File: src/rtl/vunzip_pkg.sv
// Shared types and helpers for the vector unzip unit.
// Assumes at most four element size codes (2-bit code).
package vunzip_pkg;
    localparam int SIZE_CODE_W = 2;
    localparam int NUM_SIZES   = 1 << SIZE_CODE_W;

    typedef logic [SIZE_CODE_W-1:0] esize_code_t;

    // Reports whether a size/width pair is the reserved encoding.
    function automatic logic is_reserved(input esize_code_t code, input logic wide);
        return (code == esize_code_t'(NUM_SIZES - 1)) && !wide;
    endfunction
endpackage

File: src/rtl/vunzip_permute.sv
// Fixed-element-size unzip network. It builds the wide (full VEC_W) and
// narrow (VEC_W/2) results for one element width. Assumes that ELEM_W
// divides VEC_W/2. Narrow output is zero when fewer than two narrow elements exist.
module vunzip_permute #(
    parameter int VEC_W  = 128,
    parameter int ELEM_W = 8
) (
    input  logic [VEC_W-1:0] src_a,
    input  logic [VEC_W-1:0] src_b,
    input  logic             part,
    output logic [VEC_W-1:0] wide_res,
    output logic [VEC_W-1:0] narrow_res
);
    localparam int HALF_W    = VEC_W / 2;
    localparam int WIDE_CNT  = VEC_W / ELEM_W;
    localparam int NARR_CNT  = HALF_W / ELEM_W;

    // Wide variant: pick element 2e+part of A for the low half and of B for the high half.
    for (genvar e = 0; e < WIDE_CNT / 2; e++) begin : g_wide
        assign wide_res[e*ELEM_W +: ELEM_W] =
            part ? src_a[(2*e+1)*ELEM_W +: ELEM_W] : src_a[(2*e)*ELEM_W +: ELEM_W];
        assign wide_res[(e + WIDE_CNT/2)*ELEM_W +: ELEM_W] =
            part ? src_b[(2*e+1)*ELEM_W +: ELEM_W] : src_b[(2*e)*ELEM_W +: ELEM_W];
    end

    // Narrow variant: same rule on the low halves, upper half forced to zero.
    if (NARR_CNT >= 2) begin : g_narrow
        for (genvar e = 0; e < NARR_CNT / 2; e++) begin : g_lane
            assign narrow_res[e*ELEM_W +: ELEM_W] =
                part ? src_a[(2*e+1)*ELEM_W +: ELEM_W] : src_a[(2*e)*ELEM_W +: ELEM_W];
            assign narrow_res[(e + NARR_CNT/2)*ELEM_W +: ELEM_W] =
                part ? src_b[(2*e+1)*ELEM_W +: ELEM_W] : src_b[(2*e)*ELEM_W +: ELEM_W];
        end
        assign narrow_res[VEC_W-1:HALF_W] = '0;
    end else begin : g_no_narrow
        assign narrow_res = '0;
    end
endmodule

File: src/rtl/vunzip_select.sv
// Chooses among the per-size results by size code and width, and applies
// the reserved-encoding rule. Purely combinational.
module vunzip_select
    import vunzip_pkg::*;
#(
    parameter int VEC_W = 128
) (
    input  logic [NUM_SIZES-1:0][VEC_W-1:0] wide_set,
    input  logic [NUM_SIZES-1:0][VEC_W-1:0] narrow_set,
    input  esize_code_t                     size_code,
    input  logic                            wide,
    output logic [VEC_W-1:0]                res_data,
    output logic                            res_undef
);
    // Pick the permuted vector, or zero it for the reserved encoding.
    always_comb begin
        res_undef = is_reserved(size_code, wide);
        if (res_undef)
            res_data = '0;
        else if (wide)
            res_data = wide_set[size_code];
        else
            res_data = narrow_set[size_code];
    end
endmodule

File: src/rtl/vunzip_out_stage.sv
// One-entry output register with a valid/ready handshake. It accepts when
// empty or when draining in the same cycle, and holds the payload while stalled.
module vunzip_out_stage #(
    parameter int DATA_W = 129
) (
    input  logic              clk,
    input  logic              rst_n,
    input  logic              in_valid,
    output logic              in_ready,
    input  logic [DATA_W-1:0] in_payload,
    output logic              out_valid,
    input  logic              out_ready,
    output logic [DATA_W-1:0] out_payload
);
    assign in_ready = !out_valid || out_ready;

    // Capture on accept, clear valid when drained with nothing new.
    always_ff @(posedge clk) begin
        if (!rst_n) begin
            out_valid   <= 1'b0;
            out_payload <= '0;
        end else if (in_valid && in_ready) begin
            out_valid   <= 1'b1;
            out_payload <= in_payload;
        end else if (out_ready) begin
            out_valid   <= 1'b0;
        end
    end

    AST_HOLD_STALL: assert property (@(posedge clk) disable iff (!rst_n)
        out_valid && !out_ready |=> out_valid && $stable(out_payload));
    AST_ACCEPT_SHOWS: assert property (@(posedge clk) disable iff (!rst_n)
        in_valid && in_ready |=> out_valid);
endmodule

File: src/rtl/vec_unzip_unit.sv
// Top of the vector unzip unit. One permute network per element size,
// a size/width selector and a registered output stage.
// Assumes VEC_W is a multiple of 128 so that every size fits both widths.
module vec_unzip_unit
    import vunzip_pkg::*;
#(
    parameter int VEC_W = 128
) (
    input  logic             clk,
    input  logic             rst_n,
    input  logic             in_valid,
    output logic             in_ready,
    input  logic [VEC_W-1:0] in_a,
    input  logic [VEC_W-1:0] in_b,
    input  logic [1:0]       in_size,
    input  logic             in_wide,
    input  logic             in_part,
    output logic             out_valid,
    input  logic             out_ready,
    output logic [VEC_W-1:0] out_data,
    output logic             out_undef
);
    localparam int PAY_W = VEC_W + 1;

    logic [NUM_SIZES-1:0][VEC_W-1:0] wide_set;
    logic [NUM_SIZES-1:0][VEC_W-1:0] narrow_set;
    logic [VEC_W-1:0]                sel_data;
    logic                            sel_undef;
    logic [PAY_W-1:0]                pay_q;

    for (genvar s = 0; s < NUM_SIZES; s++) begin : g_size
        vunzip_permute #(.VEC_W(VEC_W), .ELEM_W(8 << s)) u_perm (
            .src_a      (in_a),
            .src_b      (in_b),
            .part       (in_part),
            .wide_res   (wide_set[s]),
            .narrow_res (narrow_set[s])
        );
    end

    vunzip_select #(.VEC_W(VEC_W)) u_sel (
        .wide_set   (wide_set),
        .narrow_set (narrow_set),
        .size_code  (in_size),
        .wide       (in_wide),
        .res_data   (sel_data),
        .res_undef  (sel_undef)
    );

    vunzip_out_stage #(.DATA_W(PAY_W)) u_out (
        .clk         (clk),
        .rst_n       (rst_n),
        .in_valid    (in_valid),
        .in_ready    (in_ready),
        .in_payload  ({sel_undef, sel_data}),
        .out_valid   (out_valid),
        .out_ready   (out_ready),
        .out_payload (pay_q)
    );

    assign out_data  = pay_q[VEC_W-1:0];
    assign out_undef = pay_q[VEC_W];

    AST_UNDEF_ZERO: assert property (@(posedge clk) disable iff (!rst_n)
        out_valid && out_undef |-> out_data == '0);
    AST_RESERVED_FLAG: assert property (@(posedge clk) disable iff (!rst_n)
        in_valid && in_ready && in_size == 2'd3 && !in_wide |=> out_undef);
    AST_NARROW_UPPER: assert property (@(posedge clk) disable iff (!rst_n)
        in_valid && in_ready && !in_wide |=> out_data[VEC_W-1:VEC_W/2] == '0);
    AST_RESET_EMPTY: assert property (@(posedge clk)
        !rst_n |=> !out_valid);
endmodule

File: config.mk
export PLATFORM = sky130hd
export DESIGN_NAME = vec_unzip_unit
export DESIGN_NICKNAME = d
export VERILOG_FILES = /design/src/rtl/vunzip_pkg.sv /design/src/rtl/vunzip_permute.sv /design/src/rtl/vunzip_select.sv /design/src/rtl/vunzip_out_stage.sv /design/src/rtl/vec_unzip_unit.sv
export SDC_FILE = /design/constraint.sdc
export NUM_CORES = 1
export LEC_CHECK = 0
export ABC_CLOCK_PERIOD_IN_PS = 5490
export BUFFER_PORTS_ARGS = -buffer_cell sky130_fd_sc_hd__buf_4
export CAP_MARGIN = 40
export CELL_PAD_IN_SITES_DETAIL_PLACEMENT = 0
export CELL_PAD_IN_SITES_GLOBAL_PLACEMENT = 1
export CORE_MARGIN = 10
export CORE_UTILIZATION = 40
export DETAILED_ROUTE_END_ITERATION = 10
export PLACE_DENSITY_LB_ADDON = 0.1
export SLEW_MARGIN = 5
export SYNTH_ARGS = -nofsm -noshare
export SYNTH_HDL_FRONTEND = slang
export SYNTH_SLANG_ARGS = --single-unit
File: constraint.sdc
create_clock -name clk -period 5.49 [get_ports clk]
set_clock_uncertainty 0.05 [all_clocks]
set_input_delay 1.647 -clock clk [delete_from_list [all_inputs] [get_ports clk]]
set_output_delay 1.647 -clock clk [all_outputs]
set_load 0.005 [all_outputs]
==> results.json <==
{
  "layout_common_cells": "buf_4, nand2_1, dfxtp_1",
  "period_share_pct": 75.87,
  "yosysSeqAreaShare_pct": 24.05,
  "crit_path_start_kind": "input port",
  "ys_warn_count": 0,
  "top_layer": "met4",
  "dieArea_sq_mm": 0.03403,
  "cts.clk_slew.worst_paths_ns": 0.07,
  "drt-initial-drc-count": 1328,
  "drc": 0,
  "wl_microns": 56020,
  "area_growth_pct": 34.02,
  "grt_pass1_wl_microns": 80600,
  "yosys.area_share.simple_pct": 17.20,
  "netlist_area_sq_mm": 0.01082,
  "synth_largest_area_cell": "dfxtp_1",
  "io_pins": 395,
  "drt-pass1-iter-count": 7,
  "place_congestion": 0.9764,
  "clkLatencyLatePin_ns": 0.42,
  "syn_inst": 1268,
  "synth_flop_cell": "dfxtp_1",
  "cts_tree": "yes",
  "crit_arrival_ns": 2.47,
  "fmax_mhz": 240.1,
  "start_util_pct": 40.37,
  "rsz0062_at_grt": "false",
  "final_common_cell": "buf_4",
  "track_usage_pct": 31.42,
  "seq_power_share_pct": 31.0,
  "p_comb_share_pct": 29.6,
  "synth.distinct_cells": 75,
  "synth_fa_ha_area_share_pct": 0,
  "netlist.area_leader.share_pct": 24.05,
  "slew_viol_final": 0,
  "synth_edf_count": 0,
  "io_buffers": 394,
  "fp.dieH_microns": 184.5,
  "tightest_slew_ns": 0.8803,
  "finalHoldViolCount": 0,
  "synthTopCellsByArea": "dfxtp_1, mux2i_1, mux4_2",
  "setup_viol": 0,
  "outcome": "finished, final reports clean",
  "clockBufferDepth": 2,
  "ant_nets": 0,
  "synth_compound_area_share_pct": 27.35,
  "power.switching_mw": 1.073,
  "p_clk_share_pct": 39.3,
  "wl_met3_microns": 5436,
  "die_w_microns": 184.5,
  "wl_met2_microns": 25240,
  "globalRoute.totalOverflow": 0,
  "clock-sinks": 130,
  "async_flop_share_pct": 0,
  "maxCapViolCount": 0,
  "min_path_type": "reg -> reg",
  "p_int_mw": 2.294,
  "power_leakage_nw": 6.205,
  "grt_pass1_vias": 11810,
  "post-place-ws_ns": 1.343,
  "yosys_register_bits": 130,
  "cts-root-buf": "clkbuf_16",
  "endpoint_kind": "output port",
  "post-dp-hpwl_microns": 42520,
  "netSwitchingFraction_pct": 31.87,
  "synth.area.mux_share_pct": 24.08,
  "synthXorXnorAreaFrac_pct": 0,
  "ctsResizeCount": 0,
  "synth_area_per_cell_sq_um": 8.532,
  "rows": 60,
  "fin_crit_ns": 4.165,
  "layout-drive-gt1-share_pct": 35.20,
  "post_cts_buffers": 0,
  "synth_top_family_by_area": "compound AO/OA/AOI/OAI gates",
  "cts.htree.levels": 4,
  "numCtsBuffers": 17,
  "final_nets": 1840,
  "cp.required_ns": 3.79,
  "routed-via-count": 12130,
  "ir_worst_vdd_mv": 0.1581,
  "layout_setup_ws_ns": 1.325,
  "grt_max_degree": 139,
  "wl_met1_microns": 23750,
  "wl_per_cell_microns": 28.98,
  "antenna_found_initial": 4,
  "postCtsHoldBufs": 0,
  "synth_fp_nets": 1532,
  "setup_tns_ns": 0,
  "relSlewSlack_pct": 41.31,
  "crit_fanout": 13,
  "p_per_area_mw_per_mm2": 232.2,
  "crit_type": "in -> out",
  "viasPerCell": 6.277,
  "core_area_sq_mm": 0.02680
}
[worst max-delay path, stage by stage]
cell and delay, ns:
buf_4 0.11, nor2b_2 0.21, inv_1 0.27, buf_4 0.22
[state kept, by name (all words and copies together) (netlist names)]
register           count
u_out.out_valid        1
u_out.out_payload    129
[stage by stage]
step	hold WS [ns]	utilization, %	cell area (sq um)	instances	power (mW)
final	0.4046	54.10	14500	1933	3.367
after floorplan	0.3845	-	10820	1268	1.559
after detailed placement	0.3947	51.65	13840	1898	2.042
after global placement	0.3864	51.36	13760	1894	2.031
after global routing	0.4309	54.10	14500	1933	3.478
after CTS	0.4116	54.07	14490	1929	3.352
[synthesized netlist by cell type, types with 17 or more instances]
| library cell | number |
|---|---|
| mux4_2 | 41 |
| clkbuf_1 | 39 |
| o21ai_0 | 83 |
| o22ai_1 | 17 |
| nor2_1 | 50 |
| nand2_1 | 137 |
| a211oi_1 | 42 |
| buf_2 | 57 |
| mux2_2 | 42 |
| dfxtp_1 | 130 |
| a21oi_1 | 72 |
| mux2i_1 | 96 |
| buf_4 | 21 |
| nor2b_1 | 28 |
| a22o_1 | 43 |
| o211ai_1 | 20 |
| a221oi_1 | 17 |
| nand2b_1 | 44 |
| nand3_1 | 33 |
[kinds of logic (layout without fill, tap and decap cells)]
group,count (synthesis),after routing
AOI/OAI and AO/OA,420,420
and+or+nand+nor,370,370
muxes,199,199
buffers and inverters,149,469
DFF,130,130
other,0,4
[power by group through the flow]
stage / Sequential (mW) / Clock, mW / Combinational (mW)
floorplan: 1.06 / 0 / 0.500
global placement: 1.06 / 0 / 0.968
detailed placement: 1.06 / 0 / 0.979
CTS: 1.04 / 1.33 / 0.983
global route: 1.05 / 1.37 / 1.06
finish: 1.04 / 1.32 / 0.998
[path summary, 6_finish.rpt]
path | from | end | slack, ns | cells past startpoint
min | u_out.out_payload[1] | u_out.out_payload[1] | 0.40 | 2
max | out_ready | in_ready | 1.32 | 4
max reg2reg | u_out.out_valid | u_out.out_payload[37] | 2.90 | 5
min reg2reg | u_out.out_payload[1] | u_out.out_payload[1] | 0.40 | 2
[routing by layer]
| metal | GRT usage, % | vias up |
|---|---|---|
| li1 | - | 5469 |
| met1 | 42.46 | 5857 |
| met2 | 48.10 | 733 |
| met3 | 7.167 | 75 |
| met4 | 10.52 | 0 |
| met5 | 0 | - |
[layout make-up]
type,count,area (sq um)
diodes,4,10.01
inverters,16,61.31
clock buffers,19,442.9
multi-input cells,989,7445
repair buffers,422,3307
fillers,2542,12300
well taps,341,426.7
flip-flops and latches,130,2603
clock inverters,12,205.2
Note: power is estimated with default switching activity, not from simulation.
